[src/rtl/comma_align_pkg.sv]
package comma_align_pkg;
  localparam int SYM_W = 10;
  localparam int OFF_W = $clog2(SYM_W);
  localparam int WIN_W = 2 * SYM_W;
  // K28.5 with bit 0 as the first bit on the line
  localparam logic [SYM_W-1:0] COMMA_NEG = 10'h17C;
  localparam logic [SYM_W-1:0] COMMA_POS = ~COMMA_NEG;

  typedef enum logic [1:0] {
    ST_HUNT = 2'd0,
    ST_CAND = 2'd1,
    ST_LOCK = 2'd2
  } align_st_e;

  function automatic logic is_comma(input logic [SYM_W-1:0] s);
    return (s == COMMA_NEG) || (s == COMMA_POS);
  endfunction
endpackage

[src/rtl/comma_align_scan.sv]
module comma_align_scan
  import comma_align_pkg::*;
(
  input  logic [WIN_W-1:0] win,
  output logic [SYM_W-1:0] hit,
  output logic             any_hit,
  output logic [OFF_W-1:0] first_hit
);
  // one comparator per bit rotation
  for (genvar k = 0; k < SYM_W; k++) begin : g_off
    assign hit[k] = is_comma(win[k +: SYM_W]);
  end

  always_comb begin
    first_hit = '0;
    for (int k = SYM_W - 1; k >= 0; k--) begin
      if (hit[k]) first_hit = OFF_W'(k);
    end
    any_hit = |hit;
  end
endmodule

[src/rtl/comma_align_lock.sv]
module comma_align_lock
  import comma_align_pkg::*;
#(
  parameter int MAX_GAP = 16
) (
  input  logic             clk,
  input  logic             rst_n,
  input  logic             step,
  input  logic [SYM_W-1:0] hit,
  input  logic             any_hit,
  input  logic [OFF_W-1:0] first_hit,
  output logic [OFF_W-1:0] off_q,
  output logic [OFF_W-1:0] off_n,
  output align_st_e        st_q,
  output align_st_e        st_n
);
  localparam int CNT_W = $clog2(MAX_GAP + 1);

  logic [CNT_W-1:0] gap_q, gap_n;
  logic             same_hit;
  logic             gap_full;

  assign same_hit = hit[off_q];
  assign gap_full = (gap_q == CNT_W'(MAX_GAP - 1));

  always_comb begin
    st_n  = st_q;
    off_n = off_q;
    gap_n = gap_q;
    if (step) begin
      unique case (st_q)
        ST_HUNT: begin
          if (any_hit) begin
            st_n  = ST_CAND;
            off_n = first_hit;
            gap_n = '0;
          end
        end
        ST_CAND, ST_LOCK: begin
          if (same_hit) begin
            st_n  = ST_LOCK;
            gap_n = '0;
          end else if (any_hit) begin
            st_n  = ST_CAND;
            off_n = first_hit;
            gap_n = '0;
          end else if (gap_full) begin
            st_n  = ST_HUNT;
            gap_n = '0;
          end else begin
            gap_n = gap_q + 1'b1;
          end
        end
        default: begin
          st_n  = ST_HUNT;
          gap_n = '0;
        end
      endcase
    end
  end

  always_ff @(posedge clk or negedge rst_n) begin
    if (!rst_n) begin
      st_q  <= ST_HUNT;
      off_q <= '0;
      gap_q <= '0;
    end else begin
      st_q  <= st_n;
      off_q <= off_n;
      gap_q <= gap_n;
    end
  end
endmodule

[src/rtl/comma_align_out.sv]
module comma_align_out
  import comma_align_pkg::*;
(
  input  logic             clk,
  input  logic             rst_n,
  input  logic             step,
  input  logic [WIN_W-1:0] win,
  input  logic [SYM_W-1:0] hit,
  input  logic [OFF_W-1:0] off_n,
  input  logic             lock_n,
  output logic [SYM_W-1:0] sym_data,
  output logic             sym_valid,
  output logic             sym_comma
);
  always_ff @(posedge clk or negedge rst_n) begin
    if (!rst_n) begin
      sym_data  <= '0;
      sym_valid <= 1'b0;
      sym_comma <= 1'b0;
    end else begin
      sym_valid <= step && lock_n;
      sym_comma <= step && hit[off_n];
      if (step) sym_data <= win[off_n +: SYM_W];
    end
  end
endmodule

[src/rtl/comma_aligner.sv]
module comma_aligner
  import comma_align_pkg::*;
#(
  parameter int MAX_GAP = 16
) (
  input  logic             clk,
  input  logic             rst_n,
  input  logic             in_valid,
  input  logic [SYM_W-1:0] in_word,
  input  logic             rx_invert,
  output logic [SYM_W-1:0] sym_data,
  output logic             sym_valid,
  output logic             sym_comma,
  output logic             lock
);
  logic [SYM_W-1:0] word_fix;
  logic [SYM_W-1:0] prev_q;
  logic [WIN_W-1:0] win;
  logic [SYM_W-1:0] hit;
  logic             any_hit;
  logic [OFF_W-1:0] first_hit;
  logic [OFF_W-1:0] align_off;
  logic [OFF_W-1:0] align_off_n;
  align_st_e        st_q, st_n;

  assign word_fix = in_word ^ {SYM_W{rx_invert}};
  assign win      = {word_fix, prev_q};

  always_ff @(posedge clk or negedge rst_n) begin
    if (!rst_n) prev_q <= '0;
    else if (in_valid) prev_q <= word_fix;
  end

  comma_align_scan u_scan (
    .win       (win),
    .hit       (hit),
    .any_hit   (any_hit),
    .first_hit (first_hit)
  );

  comma_align_lock #(.MAX_GAP(MAX_GAP)) u_lock (
    .clk       (clk),
    .rst_n     (rst_n),
    .step      (in_valid),
    .hit       (hit),
    .any_hit   (any_hit),
    .first_hit (first_hit),
    .off_q     (align_off),
    .off_n     (align_off_n),
    .st_q      (st_q),
    .st_n      (st_n)
  );

  comma_align_out u_out (
    .clk       (clk),
    .rst_n     (rst_n),
    .step      (in_valid),
    .win       (win),
    .hit       (hit),
    .off_n     (align_off_n),
    .lock_n    (st_n == ST_LOCK),
    .sym_data  (sym_data),
    .sym_valid (sym_valid),
    .sym_comma (sym_comma)
  );

  assign lock = (st_q == ST_LOCK);
endmodule

[config.mk]
export PLATFORM = sky130hd
export DESIGN_NAME = comma_aligner
export DESIGN_NICKNAME = d
export VERILOG_FILES = /design/src/rtl/comma_align_pkg.sv /design/src/rtl/comma_align_scan.sv /design/src/rtl/comma_align_lock.sv /design/src/rtl/comma_align_out.sv /design/src/rtl/comma_aligner.sv
export SDC_FILE = /design/constraint.sdc
export NUM_CORES = 1
export LEC_CHECK = 0
export BUFFER_PORTS_ARGS = -buffer_cell sky130_fd_sc_hd__buf_2
export CORE_ASPECT_RATIO = 1.75
export CORE_MARGIN = 1
export CORE_UTILIZATION = 52
export CTS_CLUSTER_SIZE = 24
export DETAILED_ROUTE_END_ITERATION = 6
export GPL_TIMING_DRIVEN = 0
export PLACE_DENSITY = 0.73
export SLEW_MARGIN = 20
export SYNTH_ARGS = -nofsm -noshare
export SYNTH_HDL_FRONTEND = slang
export SYNTH_SLANG_ARGS = --single-unit
[constraint.sdc]
create_clock -name clk -period 3.7 [get_ports clk]
set_input_delay 0.555 -clock clk [delete_from_list [all_inputs] [get_ports clk]]
set_output_delay 0.555 -clock clk [all_outputs]
set_load 0.03 [all_outputs]
Yosys cells after proc, flatten, opt, wreduce, memory -nomap -nowiden --
Cells that the tools add are included.
Word-level totals: word-level logic and storage cells 82, input bits 14, bits in registers 33
Operators by class: equality and inequality tests 25, $add $sub $neg 1, bitwise gates (word level) 1, shifts and indexed selects 1, magnitude comparators 2, reductions and logical operators 16, muxes and demuxes 29
Operators with widths (number):
- == test 10 bit, second input constant | 10
- == test 10 x 9 -> 1 bit, second input constant | 10
- 2-to-1 mux 4 bit | 13
- 2-to-1 mux 5 bit | 4
- indexed part select 20 x 5 -> 10 bit | 1
- logical OR 1 bit | 10
- less-than comparator 4 x 5 -> 1 bit, second input constant | 2
- 2-to-1 mux 2 bit | 5
- case mux 5 bit (2 select lines) | 1
- OR reduction 10 bit | 1
- bitwise XOR 10 bit | 1
- binary-select mux 1 bit (select 4 bit) | 2
- case mux 4 bit (2 select lines) | 1
- adder 5 x 1 -> 5 bit, second input constant | 1
- == test 5 x 4 -> 1 bit, second input constant | 1
- == test 2 bit, second input constant | 2
- case mux 2 bit (2 select lines) | 1
- == test 2 x 1 -> 1 bit, second input constant | 1
- logical AND 1 bit | 2
- logical NOT 2 bit | 1
- 2-to-1 mux 1 bit | 2
- != test 2 bit, second input constant | 1
- AND reduction 2 bit | 1
- OR reduction 2 bit | 1

Logic depth before layout (Yosys ltp) --
word-level depth 20, mapped depth 18

Cells and area by module --
Synthesis repeated with hierarchy kept, for this count alone.
Unflattened totals: cell total of the unflattened synthesis 301, area, all modules 3216.8 µm²
By module, submodules not included:
- comma_align_out | cells each 113, seq. area each 300.3 µm², area an instance 1405.1 µm², times used 1
- comma_align_lock | cells each 82, seq. area each 275.3 µm², area an instance 779.5 µm², times used 1
- comma_align_scan | cells each 72, seq. area each 0.0 µm², area an instance 549.3 µm², times used 1
- comma_aligner | cells each 34, seq. area each 250.2 µm², area an instance 483.0 µm², times used 1

Worst setup path after synthesis --
Ideal clock, no wire load.
path kind input-to-reg, start input port in_word[0], end register u_out.sym_data[2], path slack -0.093 ns, cell stages on the path 15, library setup time 0.133 ns, data arrival time 3.660 ns, required time 3.567 ns, cells stage by stage buf_6 > or4b_1 > o22a_1 > o2bb2ai_1 > a2bb2oi_1 > nand3_2 > a32oi_4 > a2bb2oi_4 > inv_2 > buf_6 > mux2i_1 > xnor2_1 > mux4_2 > nand3_1 > o211ai_1
On the way: longest elaborated chain between the ends 18
RTL lines:
- start, declared | line comma_aligner.sv:9 | input logic [SYM_W-1:0] in_word,
- bitwise XOR 10 bit (*) | line comma_aligner.sv:26 | assign word_fix = in_word ^ {SYM_W{rx_invert}};
- == test 10 x 9 -> 1 bit / == test 10 bit (equally long branches) | line comma_align_pkg.sv:16 | return (s == COMMA_NEG) || (s == COMMA_POS);
- logical OR 1 bit | line comma_align_pkg.sv:16
- 2-to-1 mux 4 bit (10 in series) | line comma_align_scan.sv:17 | if (hit[k]) first_hit = OFF_W'(k);
- 2-to-1 mux 4 bit | line comma_align_lock.sv:33, comma_align_lock.sv:43
- 2-to-1 mux 4 bit | line comma_align_lock.sv:40 | if (same_hit) begin
- case mux 4 bit (2 select lines) | line comma_align_lock.sv:31 | unique case (st_q)
- 2-to-1 mux 4 bit | line comma_align_lock.sv:30 | if (step) begin
- indexed part select 20 x 5 -> 10 bit (*) | line comma_align_out.sv:23 | if (step) sym_data <= win[off_n +: SYM_W];
- end signal, assigned | line comma_align_out.sv:23
- end, declared | line comma_align_out.sv:11 | output logic [SYM_W-1:0] sym_data,
Mark *: on every way between the ends. The rest lies on a longest branch, timed or not. The select of a mux whose other input is x is not followed. A chain may end at the register's enable or synchronous reset.

Final worst setup path --
start register prev_q[9], end register u_out.sym_data[0]
On the way: longest elaborated chain between the ends 17
RTL lines:
- start, declared | line comma_aligner.sv:17 | logic [SYM_W-1:0] prev_q;
- start signal, assigned | line comma_aligner.sv:31 | else if (in_valid) prev_q <= word_fix;
- == test 10 x 9 -> 1 bit / == test 10 bit (equally long branches) | line comma_align_pkg.sv:16
- logical OR 1 bit | line comma_align_pkg.sv:16
- 2-to-1 mux 4 bit (10 in series) | line comma_align_scan.sv:17
- 2-to-1 mux 4 bit | line comma_align_lock.sv:33, comma_align_lock.sv:43
- 2-to-1 mux 4 bit | line comma_align_lock.sv:40
- case mux 4 bit (2 select lines) | line comma_align_lock.sv:31
- 2-to-1 mux 4 bit | line comma_align_lock.sv:30
- indexed part select 20 x 5 -> 10 bit (*) | line comma_align_out.sv:23
Marked as above.

==> out/metrics.csv <==
stage;metric;value;unit
outcome;status;complete, but fails checks;
outcome;violations;design-rule violations, negative setup slack;
setup_path;arrival;4.08;ns
timing;hold_viol;0;
placement;place_ws;-0.9877;ns
global_route;antenna_found_initial;0;
routing;vias;4306;
timing;drv_slew;0;
finish;final_cell_area;4911;um2
placement;dp_hpwl;8967;um
finish;fin_cells;610;
finish;layout-drive-gt1-share;33.46;%
floorplanning;rows;40;
cts;postCtsHoldBufs;0;
global_route;grt_busiest_layer;met2;
cts;root_buffer;clkbuf_16;
global_route;grt_max_degree;34;
floorplanning;dieArea;7391;um2
setup_path;ff2ff_path_depth;15;
synth;synth_fa_ha_area_share;1.368;%
timing;finalCritPeriodShare;106.1;%
synth;netlist_area;3660;um2
setup_path;rr_startpoint;prev_q[9];
synth;synth_top_family_by_area;simple AND/OR/NAND/NOR gates;
cts;clockBufferDepth;2;
pwr;power.density;585.4;nW/um2
routing;wl;14190;um
synth;seq_area_frac_synth;22.56;%
pwr;swShare;46.18;%
pwr;pwr-share-clk;15.5;%
global_route;grtUsageMet1;37.08;%
finish;nFillCells;512;
global_route;met2_usage;60.00;%
global_route;grt_pass1_vias;4120;
setup_path;crit_start;prev_q[9];
routing;drc_errors;7;
pwr;p_leak;0.002025;uW
floorplanning;initial_core_util;53.38;%
job;drv_cap;0;
hold_path;hold_class;in2async;
pwr;p_comb_share;65.5;%
synth;synth_area_leader_cell;dfrtp_1;
synth;synth_enable_flop_cells;0;
floorplanning;io_pins;27;
setup_path;cp-endpoint;u_out.sym_data[0];
floorplanning;die_h;113.0;um
pwr;seq_power_share;19.0;%
cts;h-tree-depth;2;
timing;worstMarginPinSlew;0.9462;ns
synth;synthSimpleGateAreaFrac;33.85;%
routing;drt.antenna.violating_nets;0;
floorplanning;fp.dieW;65.42;um
synth;ys_top_cells_by_area;dfrtp_1, mux2i_1, nand2_1, xnor2_1, nor2_1;
routing;dr.first_iter.drc_count;430;
floorplanning;core;6857;um2
finish;nets;543;
synth;postSynthCellCount;462;
finish;syn_to_final_growth;34.19;%
timing;fin_ws;-0.2263;ns
global_route;grt_usage;35.79;%
finish;utilization;71.62;%
synth;avgSynthCellArea;7.922;um2
timing;finalClockSkew;0.008855;ns
setup_path;r2r_setup_slack;-0.23;ns
timing;fmax;254.7;MHz
synth;synth_compound_area_share;23.38;%
setup_path;cp_data_required_time;3.86;ns
placement;place_congestion;0.9642;
finish;antenna_cells;0;
cts;clk_latency;0.29;ns
global_route;grt_pass1_wl;20300;um
synth;synth.area.mux_share;7.316;%
pwr;power_switching;1328;uW
routing;dr.pass1.iters;7;
setup_path;path_class;reg2reg;
global_route;overflow;0;
routing;wl_per_cell;23.27;um
placement;dpl_cell_area;3899;um2
setup_path;end_kind;register;
cts;clkSlewWorstSetupHoldPaths;0.06;ns
routing;via_per_inst;7.059;
cts;numCtsBuffers;5;
setup_path;cp_max_fo;6;
timing;relSlewSlack;36.92;%
placement;dp_cells;569;
cts;cts_tree;yes;
timing;setup_viol;11;
synth;synth-seq-cells;33;
synth;yosys.area.top_type_share;22.56;%
timing;min_period;3.926;ns
synth;ys.flop_type;dfrtp_1;
global_route;met3_usage;6.149;%
setup_path;r2r_end;u_out.sym_data[0];
synth;syn_nets;480;
synth;async_reset_ff_share;100.0;%
synth;ys_types;78;
pwr;vdd.ir_drop.worst;0.2162;mV
pwr;p_int;1547;uW
placement;portBuffers;23;
setup_path;startpoint_type;register;
synth;synth-xor-area-share;4.991;%
timing;rsz0062_at_grt;yes;
synth;ys_warn_count;0;
cts;cts.sinks;33;
## power by group through the flow
stage | Clock, uW | Combinational (uW) | Sequential [uW]
6_report | 447 | 1880 | 545
5_1_grt | 469 | 1980 | 556
4_1_cts | 453 | 1680 | 540
3_5_place_dp | 0 | 1400 | 544
3_3_place_gp | 0 | 1370 | 538
2_1_floorplan | 0 | 954 | 648
## worst max-delay path: stages, from the launching register on
cell and delay [ns]:
dfrtp_2 0.45, and4bb_1 0.32, or4b_4 0.53, a41o_1 0.24, a2111oi_4 0.25, nand3_2 0.17
a32oi_4 0.31, a2bb2oi_4 0.22, inv_2 0.08, buf_8 0.15, buf_8 0.14, mux2i_1 0.26
mux2i_1 0.14, mux2_2 0.30, a22oi_1 0.16, o21ai_1 0.08
## flip-flops by register name, summed over array words and instances (netlist names)
| register | cells |
|---|---|
| prev_q | 10 |
| u_lock.gap_q | 5 |
| u_lock.off_q | 4 |
| u_lock.st_q | 2 |
| u_out.sym_comma | 1 |
| u_out.sym_data | 10 |
| u_out.sym_valid | 1 |
## kinds of logic (layout without fill, tap and decap cells)
logic type,count (synthesis),after routing
fa+ha+maj,4,4
simple gates,216,216
compound gates,112,112
flops,33,33
mux,25,25
buf+inv,52,116
xor+xnor,20,20
## per-layer routing
metal,wire length [um],share of wire [%]
met5,0,0
met4,1216,8.6
met3,1015,7.2
met2,7075,50
met1,4885,34
## cells in the mapped netlist (3+ instances only)
cell type and instances:
inv_1 9, o21ai_0 14, o221ai_1 5, buf_1 3
or4b_1 4, nor2_1 39, and3b_1 4, nor2b_1 4
nand4b_1 5, mux2_2 3, o2111a_1 4, a21oi_1 25
ha_1 4, nor4b_1 3, xnor2_1 18, or3_1 3
nor3b_1 7, nand2_1 44, a2bb2oi_1 3, mux2i_1 20
a32oi_1 4, a221oi_1 3, nor3_1 8, dfrtp_1 33
o2bb2ai_1 3, buf_6 3, nand4_1 10, a31oi_1 9
nand2b_1 17, and2_1 5, and3_1 5, nand3_1 19
o211ai_1 5, o22ai_1 7, nor4bb_1 6, buf_2 11
and4_1 3, clkbuf_1 20, nor4_1 5, o21ai_1 4
nand3b_1 6, or2_2 8
## placed cells by master (no fill, tap or decap), types with 6 or more instances in the layout
cell type / count
nand2_1: 41
nor2_1: 39
buf_4: 33
dfrtp_1: 29
buf_2: 26
a21oi_1: 22
nand3_1: 18
nand2b_1: 17
o21ai_0: 14
xnor2_1: 12
mux2i_1: 11
nand4_1: 10
inv_1: 9
buf_6: 9
clkbuf_1: 8
nor3_1: 8
mux2i_4: 7
clkbuf_2: 6
nand3b_1: 6
a31oi_1: 6
xnor2_2: 6
clkbuf_16: 6
## stage by stage
step | power, uW | hold slack (ns) | setup TNS [ns]
after floorplan | 1602 | 0.2594 | 0
after CTS | 2670 | 0.3878 | -0.5801
final | 2875 | 0.3576 | -1.944
after global placement | 1909 | 0.4710 | -9.416
after global routing | 3004 | 0.4102 | -2.875
after detailed placement | 1940 | 0.4807 | -9.903
## cell type report
class	instances	area [um2]	share of cell area, %
multi-input combinational	377	3060	62.32
sequential	33	830.8	16.92
timing repair buffer	57	421.7	8.586
buffer	38	284.0	5.783
clock buffer	7	152.6	3.108
tap	84	105.1	2.140
inverter	13	51.30	1.045
clock inverter	1	5.005	0.1019
## worst min-delay path by stage
| stage | end | slack (ns) | depth (start not counted) |
|---|---|---|---|
| finish | prev_q[1] | 0.36 | 1 |
| global route | u_out.sym_valid | 0.41 | 1 |
| CTS | prev_q[1] | 0.39 | 1 |
| detailed placement | u_lock.gap_q[4] | 0.48 | 1 |
| global placement | u_lock.gap_q[4] | 0.47 | 1 |
| floorplan | prev_q[0] | 0.26 | 0 |
## repair_timing
| action | in CTS | in global routing |
|---|---|---|
| buffers inserted | 24 | 10 |
| endpoints found under the setup margin | 12 | 11 |
| gates resized for setup | 78 | 57 |
| pin swaps | 29 | 17 |
| cloned | 0 | 1 |
No activity file was read; power rests on OpenSTA's default activity.
